`config.mk`:
```
export PLATFORM = sky130hd
export DESIGN_NAME = tick_match_timer
export DESIGN_NICKNAME = d
export VERILOG_FILES = /design/src/rtl/tmt_pkg.sv /design/src/rtl/tmt_counter.sv /design/src/rtl/tmt_channel.sv /design/src/rtl/tmt_regdec.sv /design/src/rtl/tick_match_timer.sv
export SDC_FILE = /design/constraint.sdc
export NUM_CORES = 1
export LEC_CHECK = 0
export BUFFER_PORTS_ARGS = -buffer_cell sky130_fd_sc_hd__buf_2
export CAP_MARGIN = 20
export CORE_AREA = 2 2 182 148
export CTS_BUF_LIST = sky130_fd_sc_hd__clkbuf_4 sky130_fd_sc_hd__clkbuf_8
export DETAILED_ROUTE_END_ITERATION = 10
export DIE_AREA = 0 0 184 150
export PLACE_DENSITY_LB_ADDON = 0.25
export SYNTH_ARGS = -nofsm -noshare
export SYNTH_HDL_FRONTEND = slang
export SYNTH_SLANG_ARGS = --single-unit
```
`constraint.sdc`:
```
create_clock -name clk_i -period 4.71 [get_ports clk_i]
set_input_delay 0.7065 -clock clk_i [delete_from_list [all_inputs] [get_ports clk_i]]
set_output_delay 0.7065 -clock clk_i [all_outputs]
set_load 0.005 [all_outputs]
```
`src/rtl/tmt_pkg.sv`:
```
package tmt_pkg;
  localparam int unsigned REG_CNT        = 0;
  localparam int unsigned REG_STS        = 1;
  localparam int unsigned REG_IE         = 2;
  localparam int unsigned REG_MATCH_BASE = 3;

  function automatic int unsigned reg_count(int unsigned n_ch);
    return REG_MATCH_BASE + n_ch;
  endfunction
endpackage

```
`src/rtl/tmt_counter.sv`:
```
module tmt_counter #(
  parameter int unsigned DATA_W = 32
) (
  input  logic              clk_i,
  input  logic              rst_ni,
  input  logic              tick_i,
  input  logic              load_i,
  input  logic [DATA_W-1:0] load_val_i,
  output logic [DATA_W-1:0] cnt_o,
  output logic [DATA_W-1:0] cnt_nxt_o,
  output logic              step_o
);
  logic [DATA_W-1:0] cnt_q;

  assign cnt_nxt_o = cnt_q + DATA_W'(1);
  // a bus load masks the tick so a loaded value never counts as a hit
  assign step_o    = tick_i & ~load_i;
  assign cnt_o     = cnt_q;

  always_ff @(posedge clk_i or negedge rst_ni) begin
    if (!rst_ni)      cnt_q <= '0;
    else if (load_i)  cnt_q <= load_val_i;
    else if (tick_i)  cnt_q <= cnt_nxt_o;
  end
endmodule

```
`src/rtl/tmt_channel.sv`:
```
module tmt_channel #(
  parameter int unsigned DATA_W = 32
) (
  input  logic              clk_i,
  input  logic              rst_ni,
  input  logic              tgt_we_i,
  input  logic [DATA_W-1:0] wdata_i,
  input  logic              step_i,
  input  logic [DATA_W-1:0] cnt_nxt_i,
  input  logic              clr_i,
  input  logic              en_i,
  output logic [DATA_W-1:0] tgt_o,
  output logic              flag_o,
  output logic              irq_o
);
  logic [DATA_W-1:0] tgt_q;
  logic              flag_q;
  logic              hit;

  assign hit = step_i & (cnt_nxt_i == tgt_q);

  always_ff @(posedge clk_i or negedge rst_ni) begin
    if (!rst_ni)       tgt_q <= '0;
    else if (tgt_we_i) tgt_q <= wdata_i;
  end

  // hit has priority over a same-cycle clear
  always_ff @(posedge clk_i or negedge rst_ni) begin
    if (!rst_ni)     flag_q <= 1'b0;
    else if (hit)    flag_q <= 1'b1;
    else if (clr_i)  flag_q <= 1'b0;
  end

  assign tgt_o  = tgt_q;
  assign flag_o = flag_q;
  assign irq_o  = flag_q & en_i;
endmodule

```
`src/rtl/tmt_regdec.sv`:
```
module tmt_regdec
  import tmt_pkg::*;
#(
  parameter int unsigned DATA_W = 32,
  parameter int unsigned N_CH   = 4,
  parameter int unsigned ADDR_W = 3
) (
  input  logic                        en_i,
  input  logic                        we_i,
  input  logic [ADDR_W-1:0]           addr_i,
  input  logic [DATA_W-1:0]           wdata_i,
  input  logic [DATA_W-1:0]           cnt_i,
  input  logic [N_CH-1:0][DATA_W-1:0] tgt_i,
  input  logic [N_CH-1:0]             flag_i,
  input  logic [N_CH-1:0]             ie_i,
  output logic                        cnt_wr_o,
  output logic [N_CH-1:0]             tgt_we_o,
  output logic [N_CH-1:0]             clr_o,
  output logic                        ie_we_o,
  output logic [DATA_W-1:0]           rdata_o
);
  logic wr;
  assign wr = en_i & we_i;

  assign cnt_wr_o = wr & (addr_i == ADDR_W'(REG_CNT));
  assign ie_we_o  = wr & (addr_i == ADDR_W'(REG_IE));
  assign clr_o    = (wr & (addr_i == ADDR_W'(REG_STS))) ? wdata_i[N_CH-1:0] : '0;

  for (genvar k = 0; k < N_CH; k++) begin : g_tgt_dec
    assign tgt_we_o[k] = wr & (addr_i == ADDR_W'(REG_MATCH_BASE + k));
  end

  always_comb begin
    rdata_o = '0;
    if (addr_i == ADDR_W'(REG_CNT)) rdata_o = cnt_i;
    if (addr_i == ADDR_W'(REG_STS)) rdata_o = DATA_W'(flag_i);
    if (addr_i == ADDR_W'(REG_IE))  rdata_o = DATA_W'(ie_i);
    for (int k = 0; k < N_CH; k++) begin
      if (addr_i == ADDR_W'(REG_MATCH_BASE + k)) rdata_o = tgt_i[k];
    end
  end
endmodule

```
`src/rtl/tick_match_timer.sv`:
```
module tick_match_timer
  import tmt_pkg::*;
#(
  parameter  int unsigned DATA_W = 32,
  parameter  int unsigned N_CH   = 4,
  localparam int unsigned ADDR_W = $clog2(reg_count(N_CH))
) (
  input  logic              clk_i,
  input  logic              rst_ni,
  input  logic              tick_i,
  input  logic              bus_en_i,
  input  logic              bus_we_i,
  input  logic [ADDR_W-1:0] bus_addr_i,
  input  logic [DATA_W-1:0] bus_wdata_i,
  output logic [DATA_W-1:0] bus_rdata_o,
  output logic [N_CH-1:0]   irq_o
);
  logic [DATA_W-1:0]           cnt_q;
  logic [DATA_W-1:0]           cnt_nxt;
  logic                        step;
  logic                        cnt_wr;
  logic                        ie_we;
  logic [N_CH-1:0]             tgt_we;
  logic [N_CH-1:0]             clr_mask;
  logic [N_CH-1:0]             sts_q;
  logic [N_CH-1:0]             ie_q;
  logic [N_CH-1:0][DATA_W-1:0] tgt_q;

  tmt_regdec #(.DATA_W(DATA_W), .N_CH(N_CH), .ADDR_W(ADDR_W)) i_regdec (
    .en_i    (bus_en_i),
    .we_i    (bus_we_i),
    .addr_i  (bus_addr_i),
    .wdata_i (bus_wdata_i),
    .cnt_i   (cnt_q),
    .tgt_i   (tgt_q),
    .flag_i  (sts_q),
    .ie_i    (ie_q),
    .cnt_wr_o(cnt_wr),
    .tgt_we_o(tgt_we),
    .clr_o   (clr_mask),
    .ie_we_o (ie_we),
    .rdata_o (bus_rdata_o)
  );

  tmt_counter #(.DATA_W(DATA_W)) i_counter (
    .clk_i     (clk_i),
    .rst_ni    (rst_ni),
    .tick_i    (tick_i),
    .load_i    (cnt_wr),
    .load_val_i(bus_wdata_i),
    .cnt_o     (cnt_q),
    .cnt_nxt_o (cnt_nxt),
    .step_o    (step)
  );

  always_ff @(posedge clk_i or negedge rst_ni) begin
    if (!rst_ni)    ie_q <= '0;
    else if (ie_we) ie_q <= bus_wdata_i[N_CH-1:0];
  end

  for (genvar k = 0; k < N_CH; k++) begin : g_ch
    tmt_channel #(.DATA_W(DATA_W)) i_ch (
      .clk_i    (clk_i),
      .rst_ni   (rst_ni),
      .tgt_we_i (tgt_we[k]),
      .wdata_i  (bus_wdata_i),
      .step_i   (step),
      .cnt_nxt_i(cnt_nxt),
      .clr_i    (clr_mask[k]),
      .en_i     (ie_q[k]),
      .tgt_o    (tgt_q[k]),
      .flag_o   (sts_q[k]),
      .irq_o    (irq_o[k])
    );
  end
endmodule

```
==> results.md <==
* CTS Hold Bufs at 0
* Total Wirelength at roughly 43 mm
* Syn_area_per_cell at 9.54 µm²
* Crit-path max cell delay at ~0.80 ns
* DRC at 0
* Fin Setup TNS at 0 ns
* Crit path DAT at around 4.7 ns
* Diodes inserted at 0
* Final hold violation count at 0
* WHS at ~0.28 ns
* Nets at ~1,300
* CTS max path bufs at 2
* H-tree Lvls at 4
* Max Cap Viol at 0
* Final setup viols at 0
* Crit-path cells: nand4_1, buf_4, nor2_1, nand2_1, nor4_2, o221ai_1, a2111oi_0, nand4_1, o31ai_1
* Commonest non-fill, non-tap cell in the layout: dfrtp_1
* CP Class: flip-flop to flip-flop
* Global-route wire length before repair at approximately 64 mm
* Crit path time final at between 4 and 5 ns
* Port buffer count at 75
* Non-Filler Instances at around 1,600
* Tightest Pin Transition at approximately 1.0 ns
* Layout area overhead at 9.56%
* CP max FO at 12
* Power Total at around 5.6 mW
* Post-CTS Setup Bufs at 0
* Switching power at around 2.4 mW
* Initial core utilization at 0.442
* Lkg Pwr at between 4 and 5 nW
* Placed cell count at between 1,500 and 2,000
* Largest net degree at the start of global routing at 90
* Worst VDD drop at 0.310 mV
* Main flop type after synthesis: dfrtp_1
* Worst-path clk slew at 0.10 ns
* Clk pwr share at 0.196
* Gr usage total at 0.324
* DIE WIDTH at 184 µm
* Clock Sinks at around 170
* Comb power frac at 0.376
* Switching Fraction at 0.421
* Sequential area share after synthesis at 0.368
* Fin crit share at 0.912
* Chip height at approximately 150 µm
* Fmax at approximately 0.23 GHz
* Gates resized, CTS repair at 0
* TritonRoute pass-1 iters at 5
* Die area at about 28,000 µm²
* Row count at 53
* Pwr dens at 450 nW/µm²
* Synth warn at 0
* Reg-to-Reg End: g_ch[1].i_ch.flag_o
* Final Util at 0.484
* Initial antenna violation count at 0
* Later-pin clock latency in the skew report at 0.50 ns
* Layout cell share with drive strength beyond 1 at 0.244
* Core area at 25,900 µm²
* ANT nets after route at 0
* Reg2reg start: i_counter.cnt_o[3]
* Num ports at between 70 and 80
* Number of global-route vias before repair at ~9,400
* Min-Delay Path Class: primary input to async pin
* CTS tree: done
* Startpoint types: flip-flop
* Via count at approximately 10,000
* Flop pwr share at 0.428
* CTS Root Cell: clkbuf_8
* Synthesized instance count at approximately 1,200
* Unrepaired setup endpoints after global routing: no
* FFs w/ async S/R, synth at 1.00
* Number of vias per cell at 6.34
* Syn_nets at approximately 1,200
* Most used cell, CP: nand4_1
* Max_slew headroom at 0.332
* Worst reg-to-reg setup slack at approximately 0.41 ns
* Grt ovf at 0
* Post-synth cell types at 70
* Post-DP HPWL at around 33 mm
* Status: finished clean
* Worst Path Required at 5.11 ns
* Total CTS buffers at 17
* WL per Instance at 27.6 µm
* Endpoint type of the worst setup path: flip-flop
* R2r worst-path depth at 9
* Cell internal pwr at between 3 and 4 mW
* Most frequent cells in the layout: dfrtp_1 (168), mux2_2 (140), nand2_1 (110)
* Clock Skew at 0.0188 ns
* First DRT Iteration DRCs at 1,124
* Mapped cell area at approximately 11,000 µm²
* Post-synth EDFFs at 0
* Critical Path Slowest Stage Cell: a2111oi_0
* Final slew viol count at 0
* Yosys reg bits at about 170
* Gpl congestion at 1.02
==> cell families (layout without fill, tap and decap cells) <==
logic type      count (synthesis)  count (layout)  share of synthesized area
mux                           167             167                      0.163
compound gates                235             235                      0.134
simple gates                  343             343                      0.155
xor+xnor                      173             173                      0.135
fa+ha+maj                       1               1                    0.00110
flops                         168             168                      0.368
buf+inv                       110             156                     0.0427
==> power by group through the flow <==
stage / clock, mW / sequential, mW / combinational, mW
after floorplan: 0 / 2.06 / 1.60
after global placement: 0 / 2.40 / 2.07
after detailed placement: 0 / 2.41 / 2.06
after CTS: 1.12 / 2.39 / 2.08
after global routing: 1.19 / 2.46 / 2.27
final: 1.10 / 2.41 / 2.12
==> critical path: cells and delay by family (launching register included) <==
kind                   cells  cell delay [ns]
AND/OR/NAND/NOR            5             2.01
flip-flops                 1             0.61
AO/OA/AOI/OAI              3             1.31
buffers and inverters      1             0.26
==> final cells by class <==
cell class              count  area (µm²)
inverters                  17        63.8
clock inverters            12         153
multi-input cells         919        6760
flip-flops and latches    168        4200
repair buffers            108         667
well taps                 330         413
fillers                  2529       13300
clock buffers              19         255
==> layer usage <==
layer / vias up / global-route usage / share of wire
met4: 0 / 0.0936 / 0.026
met2: 479 / 0.452 / 0.41
met3: 60 / 0.0789 / 0.087
li1: 4388 / - / -
met1: 5038 / 0.490 / 0.48
met5: - / 0 / 0
==> flip-flops by register name (all words and copies together) (netlist names) <==
register,cells
ie_q,4
g_ch.i_ch.flag_o,4
g_ch.i_ch.tgt_o,128
i_counter.cnt_o,32
==> synth_stat cells, types with 3 or more instances <==
cell type	n	area (µm²)
a2111oi_0	7	61.3
a211oi_1	6	45.0
a21oi_1	41	205
a221o_1	4	40.0
a221oi_1	24	210
a222oi_1	4	40.0
a311oi_1	3	26.3
a31oi_1	16	100
and2_1	10	62.6
and3_1	14	87.6
and4_1	5	43.8
buf_1	9	33.8
buf_2	12	60.1
buf_4	12	90.1
clkbuf_1	58	218
dfrtp_1	168	4200
inv_1	16	60.1
mux2_2	140	1580
mux2i_1	24	240
nand2_1	110	413
nand2b_1	4	25.0
nand3_1	35	175
nand3b_1	7	52.6
nand4_1	21	131
nor2_1	71	267
nor2b_1	3	18.8
nor3_1	20	100
nor3b_1	6	45.0
nor4_1	12	75.1
o2111ai_1	6	52.6
o211ai_1	4	30.0
o21ai_0	82	410
o221ai_1	6	52.6
o22ai_1	8	50.1
o311ai_0	6	52.6
o31ai_1	3	22.5
or3_1	6	37.5
or4_1	4	30.0
xnor2_1	107	937
xor2_1	64	561
==> worst max-delay path by stage <==
stage | to | cells after the start | start | slack [ns]
2_1_floorplan | bus_rdata_o[1] | 6 | bus_addr_i[2] | 1.65
3_3_place_gp | g_ch[1].i_ch.flag_o | 9 | i_counter.cnt_o[3] | 0.57
3_5_place_dp | g_ch[1].i_ch.flag_o | 9 | i_counter.cnt_o[3] | 0.66
4_1_cts | g_ch[1].i_ch.flag_o | 9 | i_counter.cnt_o[3] | 0.63
5_1_grt | g_ch[1].i_ch.flag_o | 9 | i_counter.cnt_o[3] | 0.32
6_report | g_ch[1].i_ch.flag_o | 9 | i_counter.cnt_o[3] | 0.41
==> metrics by stage <==
stage                     worst slack (ns)  cell area, µm²
after global routing                 0.323           12500
after CTS                            0.632           12500
after detailed placement             0.659           12100
after floorplan                       1.65           11400
final                                0.415           12500
after global placement               0.571           12100
Note: power is estimated with default switching activity, not from simulation.
